==> src/rtl/wdt_pkg.sv <==
package wdt_pkg;
  localparam logic [7:0] KEY_CLEAR = 8'h4E;
  localparam logic [7:0] KEY_OFF   = 8'hB1;

  typedef struct packed {
    logic       slow_src;
    logic [1:0] span_sel;
    logic       act_reset;
    logic       en;
  } wdt_ctrl_t;

  localparam wdt_ctrl_t CTRL_INIT = '{slow_src: 1'b0, span_sel: 2'd0, act_reset: 1'b1, en: 1'b1};

  // exponent of the span in ticks: each select step divides by four
  function automatic int unsigned span_exp(int unsigned max_exp, logic [1:0] sel);
    return max_exp - 2 * int'(sel);
  endfunction
endpackage

==> src/rtl/wdt_regs.sv <==
module wdt_regs
  import wdt_pkg::*;
(
  input  logic       clk,
  input  logic       rst_n,
  input  logic       bus_wr,
  input  logic       bus_addr,
  input  logic [7:0] bus_wdata,
  output wdt_ctrl_t  ctrl,
  output logic       run,
  output logic       cnt_clr
);
  logic      ctrl_wr, cmd_wr, armed, off;
  logic      key_clear_hit, key_off_hit, cfg_change, start_hit;
  wdt_ctrl_t ctrl_new;

  assign ctrl_wr  = bus_wr && !bus_addr;
  assign cmd_wr   = bus_wr && bus_addr;
  assign ctrl_new = wdt_ctrl_t'(bus_wdata[4:0]);

  assign key_clear_hit = cmd_wr && (bus_wdata == KEY_CLEAR);
  assign key_off_hit   = cmd_wr && (bus_wdata == KEY_OFF) && armed && !ctrl.en;
  assign cfg_change    = ctrl_wr && ((ctrl_new.span_sel != ctrl.span_sel) ||
                                     (ctrl_new.slow_src != ctrl.slow_src));
  assign start_hit     = ctrl_wr && ctrl_new.en && off;

  always_ff @(posedge clk) begin
    if (!rst_n) begin
      ctrl  <= CTRL_INIT;
      armed <= 1'b0;
      off   <= 1'b0;
    end else begin
      if (ctrl_wr) ctrl <= ctrl_new;
      if (cmd_wr)  armed <= key_clear_hit;
      if (key_off_hit)      off <= 1'b1;
      else if (start_hit)   off <= 1'b0;
    end
  end

  assign run     = !off;
  assign cnt_clr = key_clear_hit || cfg_change || start_hit;

  AST_OFF_NEEDS_KEY: assert property (@(posedge clk) disable iff (!rst_n)
    $rose(off) |-> $past(cmd_wr && bus_wdata == KEY_OFF));
  AST_OFF_WITH_EN_LOW: assert property (@(posedge clk) disable iff (!rst_n)
    off |-> !ctrl.en);
endmodule

==> src/rtl/wdt_counter.sv <==
module wdt_counter
  import wdt_pkg::*;
#(
  parameter int unsigned FAST_EXP_MAX = 25,
  parameter int unsigned SLOW_EXP_MAX = 17,
  localparam int unsigned CNT_W = (FAST_EXP_MAX > SLOW_EXP_MAX) ? FAST_EXP_MAX : SLOW_EXP_MAX
) (
  input  logic      clk,
  input  logic      rst_n,
  input  logic      fast_en,
  input  logic      slow_en,
  input  wdt_ctrl_t ctrl,
  input  logic      run,
  input  logic      cnt_clr,
  output logic      ovf
);
  logic [CNT_W-1:0] cnt, last;
  logic             tick;
  int unsigned      exp_now;

  always_comb begin
    exp_now = ctrl.slow_src ? span_exp(SLOW_EXP_MAX, ctrl.span_sel)
                            : span_exp(FAST_EXP_MAX, ctrl.span_sel);
    last    = {CNT_W{1'b1}} >> (CNT_W - exp_now);
    tick    = ctrl.slow_src ? slow_en : fast_en;
  end

  always_ff @(posedge clk) begin
    if (!rst_n) begin
      cnt <= '0;
      ovf <= 1'b0;
    end else begin
      ovf <= 1'b0;
      if (!run || cnt_clr) begin
        cnt <= '0;
      end else if (tick) begin
        if (cnt == last) begin
          cnt <= '0;
          ovf <= 1'b1;
        end else begin
          cnt <= cnt + 1'b1;
        end
      end
    end
  end

  AST_HELD_WHEN_OFF: assert property (@(posedge clk) disable iff (!rst_n)
    !run |=> cnt == '0);
  AST_OVF_ONLY_RUNNING: assert property (@(posedge clk) disable iff (!rst_n)
    ovf |-> $past(run));
  AST_RESTART_AFTER_OVF: assert property (@(posedge clk) disable iff (!rst_n)
    ovf |-> cnt == '0);
endmodule

==> src/rtl/wdt_action.sv <==
module wdt_action
  import wdt_pkg::*;
(
  input  logic      clk,
  input  logic      rst_n,
  input  logic      ovf,
  input  wdt_ctrl_t ctrl,
  output logic      wdt_reset,
  output logic      wdt_nmi
);
  assign wdt_reset = ovf && ctrl.act_reset;
  assign wdt_nmi   = ovf && !ctrl.act_reset;

  AST_ONE_ACTION: assert property (@(posedge clk) disable iff (!rst_n)
    !(wdt_reset && wdt_nmi));
  AST_RESET_ONE_CYCLE: assert property (@(posedge clk) disable iff (!rst_n)
    wdt_reset |=> !wdt_reset);
  AST_NMI_ONE_CYCLE: assert property (@(posedge clk) disable iff (!rst_n)
    wdt_nmi |=> !wdt_nmi);
endmodule

==> src/rtl/keyed_wdt.sv <==
module keyed_wdt
  import wdt_pkg::*;
#(
  parameter int unsigned FAST_EXP_MAX = 25,
  parameter int unsigned SLOW_EXP_MAX = 17
) (
  input  logic       clk,
  input  logic       rst_n,
  input  logic       fast_en,
  input  logic       slow_en,
  input  logic       bus_wr,
  input  logic       bus_addr,
  input  logic [7:0] bus_wdata,
  output logic       wdt_reset,
  output logic       wdt_nmi
);
  wdt_ctrl_t ctrl;
  logic      run, cnt_clr, ovf;

  wdt_regs u_regs (
    .clk(clk), .rst_n(rst_n), .bus_wr(bus_wr), .bus_addr(bus_addr),
    .bus_wdata(bus_wdata), .ctrl(ctrl), .run(run), .cnt_clr(cnt_clr)
  );

  wdt_counter #(.FAST_EXP_MAX(FAST_EXP_MAX), .SLOW_EXP_MAX(SLOW_EXP_MAX)) u_cnt (
    .clk(clk), .rst_n(rst_n), .fast_en(fast_en), .slow_en(slow_en),
    .ctrl(ctrl), .run(run), .cnt_clr(cnt_clr), .ovf(ovf)
  );

  wdt_action u_act (
    .clk(clk), .rst_n(rst_n), .ovf(ovf), .ctrl(ctrl),
    .wdt_reset(wdt_reset), .wdt_nmi(wdt_nmi)
  );

  AST_NO_EVENT_ON_CLEAR: assert property (@(posedge clk) disable iff (!rst_n)
    (bus_wr && bus_addr && bus_wdata == KEY_CLEAR) |=> !(wdt_reset || wdt_nmi));
endmodule

==> config.mk <==
export PLATFORM = sky130hd
export DESIGN_NAME = keyed_wdt
export DESIGN_NICKNAME = d
export VERILOG_FILES = /design/src/rtl/wdt_pkg.sv /design/src/rtl/wdt_regs.sv /design/src/rtl/wdt_counter.sv /design/src/rtl/wdt_action.sv /design/src/rtl/keyed_wdt.sv
export SDC_FILE = /design/constraint.sdc
export NUM_CORES = 1
export LEC_CHECK = 0
export ABC_AREA = 1
export BUFFER_PORTS_ARGS = -buffer_cell sky130_fd_sc_hd__buf_2
export CORE_UTILIZATION = 53
export CTS_CLUSTER_SIZE = 20
export DETAILED_ROUTE_END_ITERATION = 8
export PLACE_DENSITY = 0.71
export SYNTH_ARGS = -nofsm -noshare
export SYNTH_HDL_FRONTEND = slang
export SYNTH_SLANG_ARGS = --single-unit
==> constraint.sdc <==
create_clock -name clk -period 4.5 [get_ports clk]
set_clock_uncertainty 0.15 [all_clocks]
set_input_delay 0.225 -clock clk [delete_from_list [all_inputs] [get_ports clk]]
set_output_delay 0.225 -clock clk [all_outputs]
set_load 0.02 [all_outputs]
==> summary.md, run 1 <==
| Metric | Value |
|---|---|
| CTS Hold Bufs | 0 |
| CP Capture Type | register |
| Final Critical Period | 3.94 ns |
| Sum Neg Setup Slack | 0 ns |
| Synthesized area | roughly 2400 um^2 |
| Cell count after synthesis | slightly above 400 |
| Mean Syn Cell Area | roughly 6 um^2 |
| Clk Tree Root Cell | clkbuf_8 |
| Die boundary height | approximately 70 um |
| Worst hold path type | input pin to register |
| DRT Wirelength | 5930 um |
| First-pass GRT wire length | between 10000 and 15000 um |
| Crit path launch type | register |
| Met3 Resource Use GR | 0.0548 |
| GRT busiest layer | met2 |
| Fmax | 254 MHz |
| CORE AREA | around 4400 um^2 |
| Slew headroom | 0.613 |
| Initial Utilization | 0.558 |
| Synth top area share | 0.270 |
| Critical Path AT | a little under 4 ns |
| Routed wire per std cell | 12.5 um |
| Yosys warning count | 0 |
| Post-synthesis net count | 424 |
| Tot Pwr | 901 uW |
| Total CTS buffers | 5 |
| Area Overhead vs Synth | 9.41% |
| Setup CP Type | register to register |
| Clock sink count | 33 |
| Max Buffers Root-to-Sink | 2 |
| Antenna Cells | 0 |
| Commonest non-fill, non-tap cell in the layout | nand2_1 |
| Rows | 24 |
| Slowest CP cell | dfxtp_1 |
| Final hold viol count | 0 |
| Largest cells by area after synthesis | dfxtp_1, nand2_1, inv_1 |
| RSZ-0062 raised after global routing | no |
| Netlist cell types | 34 |
| Commonest cells after routing, fill and taps aside | nand2_1, inv_1, nor2_1 |
| CP top delay family | simple AND/OR/NAND/NOR gates |
| Worst-Margin Slew | 0.577 ns |
| Dpl cells | ~470 |
| Flip-flop and latch count after synthesis | 33 |
| Post-synthesis sequential area ratio | 0.270 |
| VDD IR max | 0.000159 V |
| Final ANT Viol Nets | 0 |
| Power per cell area | 336 nW/um^2 |
| Post-route clock period utilization | 0.875 |
| Total grt overflow | 0 |
| I/O Pins | 16 |
| Routed vias | 2527 |
| Buffers plus inverters on the worst setup path | 3 |
| CP required | approximately 4.5 ns |
| Worst-path clk slew | 0.07 ns |
| Met2 Use GR | 0.447 |
| Port Buf Inserts | 15 |
| Iter 0 DRT Violations | 108 |
| CTS tree | built |
| Post-cts resize count | 0 |
| Vias in the first global route | 2378 |
| Final cell count without fillers | between 400 and 500 |
| Crit-path cells | clkinv_1, ha_1, ha_1, nor2_1, ha_1, inv_1, a21oi_1, nand4_1, nand3_1, nand2_1, inv_1, nand3_1, nor2_1, nand2_1, nor2_2, nand3_2, nand2_2, nor2_1 |
| GRT Util Overall | 0.264 |
| Worst hold slack | approximately 0.047 ns |
| Max Slew Vio Count | 0 |
| Drt pass-1 iters | 5 |
| Later-pin clock latency in the skew report | 0.28 ns |
| Synth area leader | dfxtp_1 |
| Layout Nets | roughly 440 |
| DR DRC count | 0 |
| Initial antenna violation count | 0 |
| Die area | 4890 um^2 |
| Via density | 5.31 |
| Final setup viols | 0 |
| H-tree Lvls | 2 |
| DP Wirelength | between 4000 and 5000 um |
| Setup bufs post-CTS | 0 |
| Max Cap Viol | 0 |
| P_leak | 1.30 nW |
| Die extent in x | 69.9 um |
| Ratio of cells with drive above 1 in the final layout | 0.0896 |
| CP Max Fanout | 13 |
| Crit path largest cell delay | ~0.44 ns |
| Status | finished clean |
| Gpl congestion | 0.966 |
| Largest net degree at the start of global routing | 14 |
| Met1 global-route usage | 0.326 |
## layer usage
layer  part of all wire  wire [um]
met1               0.46       2760
met3              0.048        287
met2               0.46       2760
met5                  0          0
met4              0.022        131
## metrics by stage
stage          cell area, um^2   util  worst slack, ns
2_1_floorplan             2450      -             1.33
3_3_place_gp              2560  0.584            0.736
3_5_place_dp              2560  0.584            0.573
4_1_cts                   2680  0.610            0.563
5_1_grt                   2680  0.610            0.187
6_report                  2680  0.610            0.562
## final cells by class
type                       count  area (um^2)
sequential                    33          661
tap                           52         65.1
timing repair buffer          15         75.1
inverter                      67          251
fill                         439         1710
multi-input combinational    301         1510
clock buffer                   7         86.3
clock inverter                 1         30.0
## worst min-delay path: stages
cell and delay [ns]:
buf_2 0.10, nand2_1 0.05, nand3_1 0.07
## report_power, final
part           switching, mW  total (mW)  internal (mW)  leakage, nW
registers            0.00559       0.302          0.297        0.267
clock network          0.111       0.292          0.181       0.0585
logic                  0.203       0.306          0.103        0.972
total                  0.320       0.901          0.580         1.30
## path summary, 6_finish.rpt
| path | startpoint | to | slack [ns] | depth (start not counted) |
|---|---|---|---|---|
| max | u_regs.ctrl[2]$_SDFFE_PN0P_ | u_cnt.cnt[24]$_SDFFE_PP0P_ | 0.56 | 18 |
| min | bus_wdata[1] | u_regs.ctrl[1]$_SDFFE_PN1P_ | 0.05 | 3 |
| max reg2reg | u_regs.ctrl[2]$_SDFFE_PN0P_ | u_cnt.cnt[24]$_SDFFE_PP0P_ | 0.56 | 18 |
| min reg2reg | u_regs.off$_SDFFE_PN0P_ | u_regs.off$_SDFFE_PN0P_ | 0.31 | 2 |
## cell families (layout without fill, tap and decap cells)
kind of cell,Yosys count,after routing,synth area share
AO/OA/AOI/OAI,36,36,0.0864
AND/OR/NAND/NOR,246,246,0.453
flip-flops,33,33,0.270
adder cells (fa/ha/maj),6,6,0.0307
buffers and inverters,70,90,0.114
XOR/XNOR,13,13,0.0465
## sequential cells by signal, indices dropped and copies added (netlist names)
name,cells
u_cnt.ovf,1
u_regs.armed,1
u_cnt.cnt,25
u_regs.off,1
u_regs.ctrl,5
## Yosys cell counts, drive strengths merged
cell,number
nand3b,7
xnor2,1
a21oi,14
buf,2
a221oi,1
nand3,40
ha,6
clkbuf,1
inv,65
a211o,1
o21ai,17
nor2,63
nand2,112
o22ai,1
o21bai,1
dfxtp,33
a31oi,1
nand4,12
nor4,1
clkinv,2
nor3,10
or2,1
xor2,12
Power figures use the tool's default switching activity.
==> run 2: changes to the inputs <==
--- a/config.mk
+++ b/config.mk
@@ -11,6 +11,7 @@
 export CTS_CLUSTER_SIZE = 20
 export DETAILED_ROUTE_END_ITERATION = 8
 export PLACE_DENSITY = 0.71
+export RECOVER_POWER = 50
 export SYNTH_ARGS = -nofsm -noshare
 export SYNTH_HDL_FRONTEND = slang
 export SYNTH_SLANG_ARGS = --single-unit
==> summary.md, run 2 (same netlist as run 1, synthesis figures left out) <==
| Metric | Value |
|---|---|
| Final setup viols | 0 |
| VDD IR max | 0.000160 V |
| Setup CP Type | register to register |
| CP Max Fanout | 13 |
| Max Slew Vio Count | 0 |
| CP required | 4.52 ns |
| Largest net degree at the start of global routing | 14 |
| Max Cap Viol | 0 |
| Final hold viol count | 0 |
| Post-route clock period utilization | 0.888 |
| Routed wire per std cell | 12.5 um |
| I/O Pins | 16 |
| Commonest non-fill, non-tap cell in the layout | nand2_1 |
| Drt pass-1 iters | 7 |
| RSZ-0062 raised after global routing | no |
| Gpl congestion | 0.966 |
| Commonest cells after routing, fill and taps aside | nand2_1, inv_1, nor2_1 |
| Setup slack after layout | approximately 0.5 ns |
| Total grt overflow | 0 |
| DRT Wirelength | 5960 um |
| Port Buf Inserts | 15 |
| Iter 0 DRT Violations | 92 |
| H-tree Lvls | 2 |
| Worst-Margin Slew | 0.620 ns |
| Die boundary height | about 70 um |
| Initial Utilization | 0.558 |
| CTS tree | built |
| Power share of the sequential group | 0.336 |
| Area Overhead vs Synth | 9.16% |
| Vias in the first global route | 2378 |
| CP Capture Type | register |
| Fillers | 442 |
| Max Buffers Root-to-Sink | 2 |
| Clk pwr share | 0.325 |
| Biggest register | u_cnt.cnt |
| Sum Neg Setup Slack | 0 ns |
| Max reg flops | 25 |
| P_int | roughly 580 uW |
| Routed vias | between 2000 and 3000 |
| Worst hold path type | input pin to register |
| P_sw | around 320 uW |
| Layout Nets | 443 |
| Die extent in x | 69.9 um |
| First-pass GRT wire length | 10400 um |
| Setup bufs post-CTS | 0 |
| Critical Path AT | 4.02 ns |
| CORE AREA | between 4000 and 5000 um^2 |
| Via density | 5.35 |
| DR DRC count | 0 |
| Hold depth | 3 |
| Regs by FF count | u_cnt.cnt (25), u_regs.ctrl (5) |
| Initial antenna violation count | 0 |
| Crit path launch type | register |
| HP Start | bus_wdata[1] |
| Post-cts resize count | 0 |
| Die area | between 4000 and 5000 um^2 |
| DP Wirelength | 4630 um |
| CTS Hold Bufs | 0 |
| Worst Reg2Reg Path Length in Cells | 18 |
| Antenna Cells | 0 |
| Pre-CTS WS | 0.573 ns |
| Switching share of power | 0.356 |
| Worst-path clk slew | 0.07 ns |
| Fmax | 250 MHz |
| Worst reg2reg path endpoint | u_cnt.cnt[24]$_SDFFE_PP0P_ |
| R2R setup slack | 0.51 ns |
| Status | finished clean |
| Total CTS buffers | 5 |
| P_leak | ~1.3 nW |
| Worst Hold End | u_regs.ctrl[1]$_SDFFE_PN1P_ |
| Final ANT Viol Nets | 0 |
| GRT Util Overall | 0.264 |
| Power per cell area | 337 nW/um^2 |
| Combinational Power Share | 0.339 |
| Clock sink count | 33 |
| Later-pin clock latency in the skew report | between 0.2 and 0.3 ns |
| Clk Tree Root Cell | clkbuf_8 |
| Ratio of cells with drive above 1 in the final layout | 0.0802 |
| Rows | 24 |
| Final Critical Period | ~4.0 ns |
| Critical register-to-register path startpoint | u_regs.ctrl[2]$_SDFFE_PN0P_ |
| Slew headroom | 0.585 |
run 2: changes by cell type in the layout (fill, tap and decap cells not counted), sizes merged:
cell    delta
buf        -3
clkbuf     +3
run 2: how the worst max path moves through the flow:
stage                                           start                         end  slack [ns]
after floorplan           u_regs.ctrl[2]$_SDFFE_PN0P_  u_cnt.cnt[13]$_SDFFE_PP0P_        1.33
after global placement    u_regs.ctrl[2]$_SDFFE_PN0P_  u_cnt.cnt[24]$_SDFFE_PP0P_        0.74
after detailed placement  u_regs.ctrl[2]$_SDFFE_PN0P_  u_cnt.cnt[24]$_SDFFE_PP0P_        0.57
after CTS                 u_regs.ctrl[2]$_SDFFE_PN0P_  u_cnt.cnt[24]$_SDFFE_PP0P_        0.56
after global routing      u_regs.ctrl[2]$_SDFFE_PN0P_  u_cnt.cnt[12]$_SDFFE_PP0P_        0.11
final                     u_regs.ctrl[2]$_SDFFE_PN0P_  u_cnt.cnt[24]$_SDFFE_PP0P_        0.51
run 2: layer usage:
| metal | up-vias | GRT usage | wire length (um) |
|---|---|---|---|
| met3 | 17 | 0.0548 | 313 |
| met1 | 1131 | 0.326 | 2750 |
| met5 | - | 0 | 0 |
| li1 | 1320 | - | - |
| met4 | 0 | 0.109 | 173 |
| met2 | 80 | 0.447 | 2720 |
run 2: area by class of cell:
class | instances | area (um^2) | area share
multi-input combinational | 301 | 1510 | 0.564
timing repair buffer | 15 | 71.3 | 0.0267
clock inverter | 1 | 30.0 | 0.0112
sequential | 33 | 661 | 0.247
tap | 52 | 65.1 | 0.0244
clock buffer | 7 | 86.3 | 0.0323
inverter | 67 | 251 | 0.0942
run 2: metrics by stage:
stage / utilization / cells / area [um^2] / hold WS [ns] / power (mW)
3_3_place_gp: 0.584 / 468 / 2560 / 0.295 / 0.608
3_5_place_dp: 0.584 / 468 / 2560 / 0.298 / 0.609
5_1_grt: 0.609 / 476 / 2670 / 0.0652 / 0.968
6_report: 0.609 / 476 / 2670 / 0.0466 / 0.900
4_1_cts: 0.610 / 476 / 2680 / 0.0419 / 0.904
2_1_floorplan: - / 404 / 2450 / 0.159 / 0.547
run 2: power by group through the flow:
stage	combinational (mW)	clock, mW	sequential, mW
3_5_place_dp	0.300	0	0.309
2_1_floorplan	0.239	0	0.307
6_report	0.305	0.292	0.303
4_1_cts	0.302	0.300	0.302
5_1_grt	0.351	0.314	0.303
3_3_place_gp	0.299	0	0.309
run 2: critical path, stage by stage (launching register included):
cell and delay, ns:
dfxtp_1 0.44, clkinv_1 0.31, ha_1 0.33, ha_1 0.34
nor2_1 0.06, ha_1 0.44, inv_1 0.21, a21oi_1 0.16
nand4_1 0.16, nand3_1 0.12, nand2_1 0.06, inv_1 0.05
nand3_1 0.07, nor2_1 0.09, nand2_1 0.06, nor2_1 0.14
nand3_2 0.28, nand2_2 0.32, nor2_1 0.08
==> run 3: changes to the inputs <==
--- a/config.mk
+++ b/config.mk
@@ -7,11 +7,12 @@
 export LEC_CHECK = 0
 export ABC_AREA = 1
 export BUFFER_PORTS_ARGS = -buffer_cell sky130_fd_sc_hd__buf_2
-export CORE_UTILIZATION = 53
+export CORE_UTILIZATION = 50
 export CTS_CLUSTER_SIZE = 20
 export DETAILED_ROUTE_END_ITERATION = 8
-export PLACE_DENSITY = 0.71
+export PLACE_DENSITY = 0.78
 export RECOVER_POWER = 50
+export SKIP_LAST_GASP = 1
 export SYNTH_ARGS = -nofsm -noshare
 export SYNTH_HDL_FRONTEND = slang
 export SYNTH_SLANG_ARGS = --single-unit
==> summary.md, run 3 (same netlist as run 1, synthesis figures left out) <==
| Metric | Value |
|---|---|
| Status | finished clean |
| Final Critical Period | slightly below 4 ns |
| Initial antenna violation count | 0 |
| First-pass GRT wire length | 9560 um |
| CTS tree | built |
| P_int | 537 uW |
| Buffers plus inverters on the worst setup path | 3 |
| Later-pin clock latency in the skew report | 0.29 ns |
| HP Start | bus_wdata[1] |
| Commonest non-fill, non-tap cell in the layout | nand2_1 |
| Total CTS buffers | 5 |
| Max Slew Vio Count | 0 |
| Max Buffers Root-to-Sink | 2 |
| P_leak | 1.28 nW |
| DR DRC count | 0 |
| Clk pwr share | 0.291 |
| Setup bufs post-CTS | 0 |
| RSZ-0062 raised after global routing | no |
| Crit-path cells | clkinv_1, ha_1, ha_1, nor2_1, ha_1, inv_1, a21oi_1, nand4_1, nand3_1, nand2_1, inv_1, nand3_1, nor2_1, nand2_1, nor2_1, nand3_2, nand2_2, nor2_1 |
| GRT Util Overall | 0.239 |
| CP required | 4.53 ns |
| CP Max Fanout | 13 |
| Layout Nets | 443 |
| P_sw | 321 uW |
| Worst-Margin Slew | a little over 0.6 ns |
| Commonest cells after routing, fill and taps aside | nand2_1, inv_1, nor2_1 |
| I/O Pins | 16 |
| Power per cell area | 321 nW/um^2 |
| Total grt overflow | 0 |
| Post-route clock period utilization | 0.879 |
| Via density | 5.19 |
| Power share of the sequential group | 0.353 |
| Gpl congestion | ~0.99 |
| CORE AREA | 4720 um^2 |
| Critical Path AT | 3.98 ns |
| VDD IR max | approximately 0.00021 V |
| Critical register-to-register path startpoint | u_regs.ctrl[2]$_SDFFE_PN0P_ |
| Rows | 25 |
| Max reg flops | 25 |
| Slowest CP cell | dfxtp_1 |
| Tot Pwr | 858 uW |
| Iter 0 DRT Violations | 145 |
| Die boundary height | 71.9 um |
| Final ANT Viol Nets | 0 |
| CP Capture Type | register |
| Combinational Power Share | 0.357 |
| Crit path launch type | register |
| Regs by FF count | u_cnt.cnt (25), u_regs.ctrl (5) |
| Biggest register | u_cnt.cnt |
| CP dominant cell by count | nor2_1 |
| Post-cts resize count | 0 |
| Ratio of cells with drive above 1 in the final layout | 0.0802 |
| Die area | 5180 um^2 |
| Final setup viols | 0 |
| Worst hold slack | 0.0441 ns |
| Clock sink count | 33 |
| Fmax | 253 MHz |
| DP Wirelength | 4660 um |
| DRT Wirelength | 5910 um |
| Die extent in x | between 70 and 80 um |
| Slew headroom | 0.584 |
| Routed wire per std cell | roughly 12 um |
| Area Overhead vs Synth | 9.26% |
| Worst hold path type | input pin to register |
| Critical Path Start | u_regs.ctrl[2]$_SDFFE_PN0P_ |
| Antenna Cells | 0 |
| Initial Utilization | 0.518 |
| R2R setup slack | 0.54 ns |
| Crit path largest cell delay | 0.44 ns |
| Final hold viol count | 0 |
| Sum Neg Setup Slack | 0 ns |
| Vias in the first global route | 2176 |
| Routed vias | 2550 |
| Max Cap Viol | 0 |
| Switching share of power | 0.374 |
| Worst-path clk slew | 0.07 ns |
| Clk Tree Root Cell | clkbuf_8 |
| CTS Hold Bufs | 0 |
| Port Buf Inserts | 15 |
| Drt pass-1 iters | 5 |
| Largest net degree at the start of global routing | 14 |
| Setup CP Type | register to register |
| CP top delay family | simple AND/OR/NAND/NOR gates |
| H-tree Lvls | 2 |
-- run 3: final timing paths --
check,end,cells past startpoint
max,u_cnt.cnt[24]$_SDFFE_PP0P_,18
max reg2reg,u_cnt.cnt[24]$_SDFFE_PP0P_,18
min reg2reg,u_regs.off$_SDFFE_PN0P_,2
min,u_regs.ctrl[1]$_SDFFE_PN1P_,3
-- run 3: cell type report --
class	instances	area (um^2)
inverters	67	251
repair buffers	15	70.1
well taps	67	83.8
fillers	479	2050
clock inverters	1	5.00
flip-flops and latches	33	661
multi-input cells	301	1510
clock buffers	7	96.3
-- run 3: through the flow --
step,util,worst slack [ns],cell area [um^2],cells
2_1_floorplan,-,1.33,2450,404
3_3_place_gp,0.546,0.747,2580,483
3_5_place_dp,0.546,0.626,2580,483
4_1_cts,0.567,0.630,2680,491
5_1_grt,0.566,0.0551,2670,491
6_report,0.566,0.544,2670,491
-- run 3: power by group through the flow --
stage	clock network, mW	registers (mW)	logic (mW)
floorplan	0	0.307	0.239
global placement	0	0.309	0.300
detailed placement	0	0.309	0.301
CTS	0.259	0.303	0.303
global route	0.264	0.303	0.345
finish	0.249	0.303	0.306
-- run 3: routing by layer --
metal  global-route usage  vias up  share of wire
met5                    0        -              0
met4               0.0959        0          0.020
met3               0.0417       12          0.050
met2                0.396       78           0.46
met1                0.310     1137           0.47
li1                     -     1323              -
-- run 3: worst register-to-register path, cell delays in order, from the launching register on --
cell and delay [ns]:
dfxtp_1 0.44, clkinv_1 0.31, ha_1 0.32, ha_1 0.32, nor2_1 0.06, ha_1 0.44, inv_1 0.20, a21oi_1 0.18
nand4_1 0.18, nand3_1 0.13, nand2_1 0.06, inv_1 0.05, nand3_1 0.06, nor2_1 0.10, nand2_1 0.05, nor2_1 0.15
nand3_2 0.26, nand2_2 0.30, nor2_1 0.08
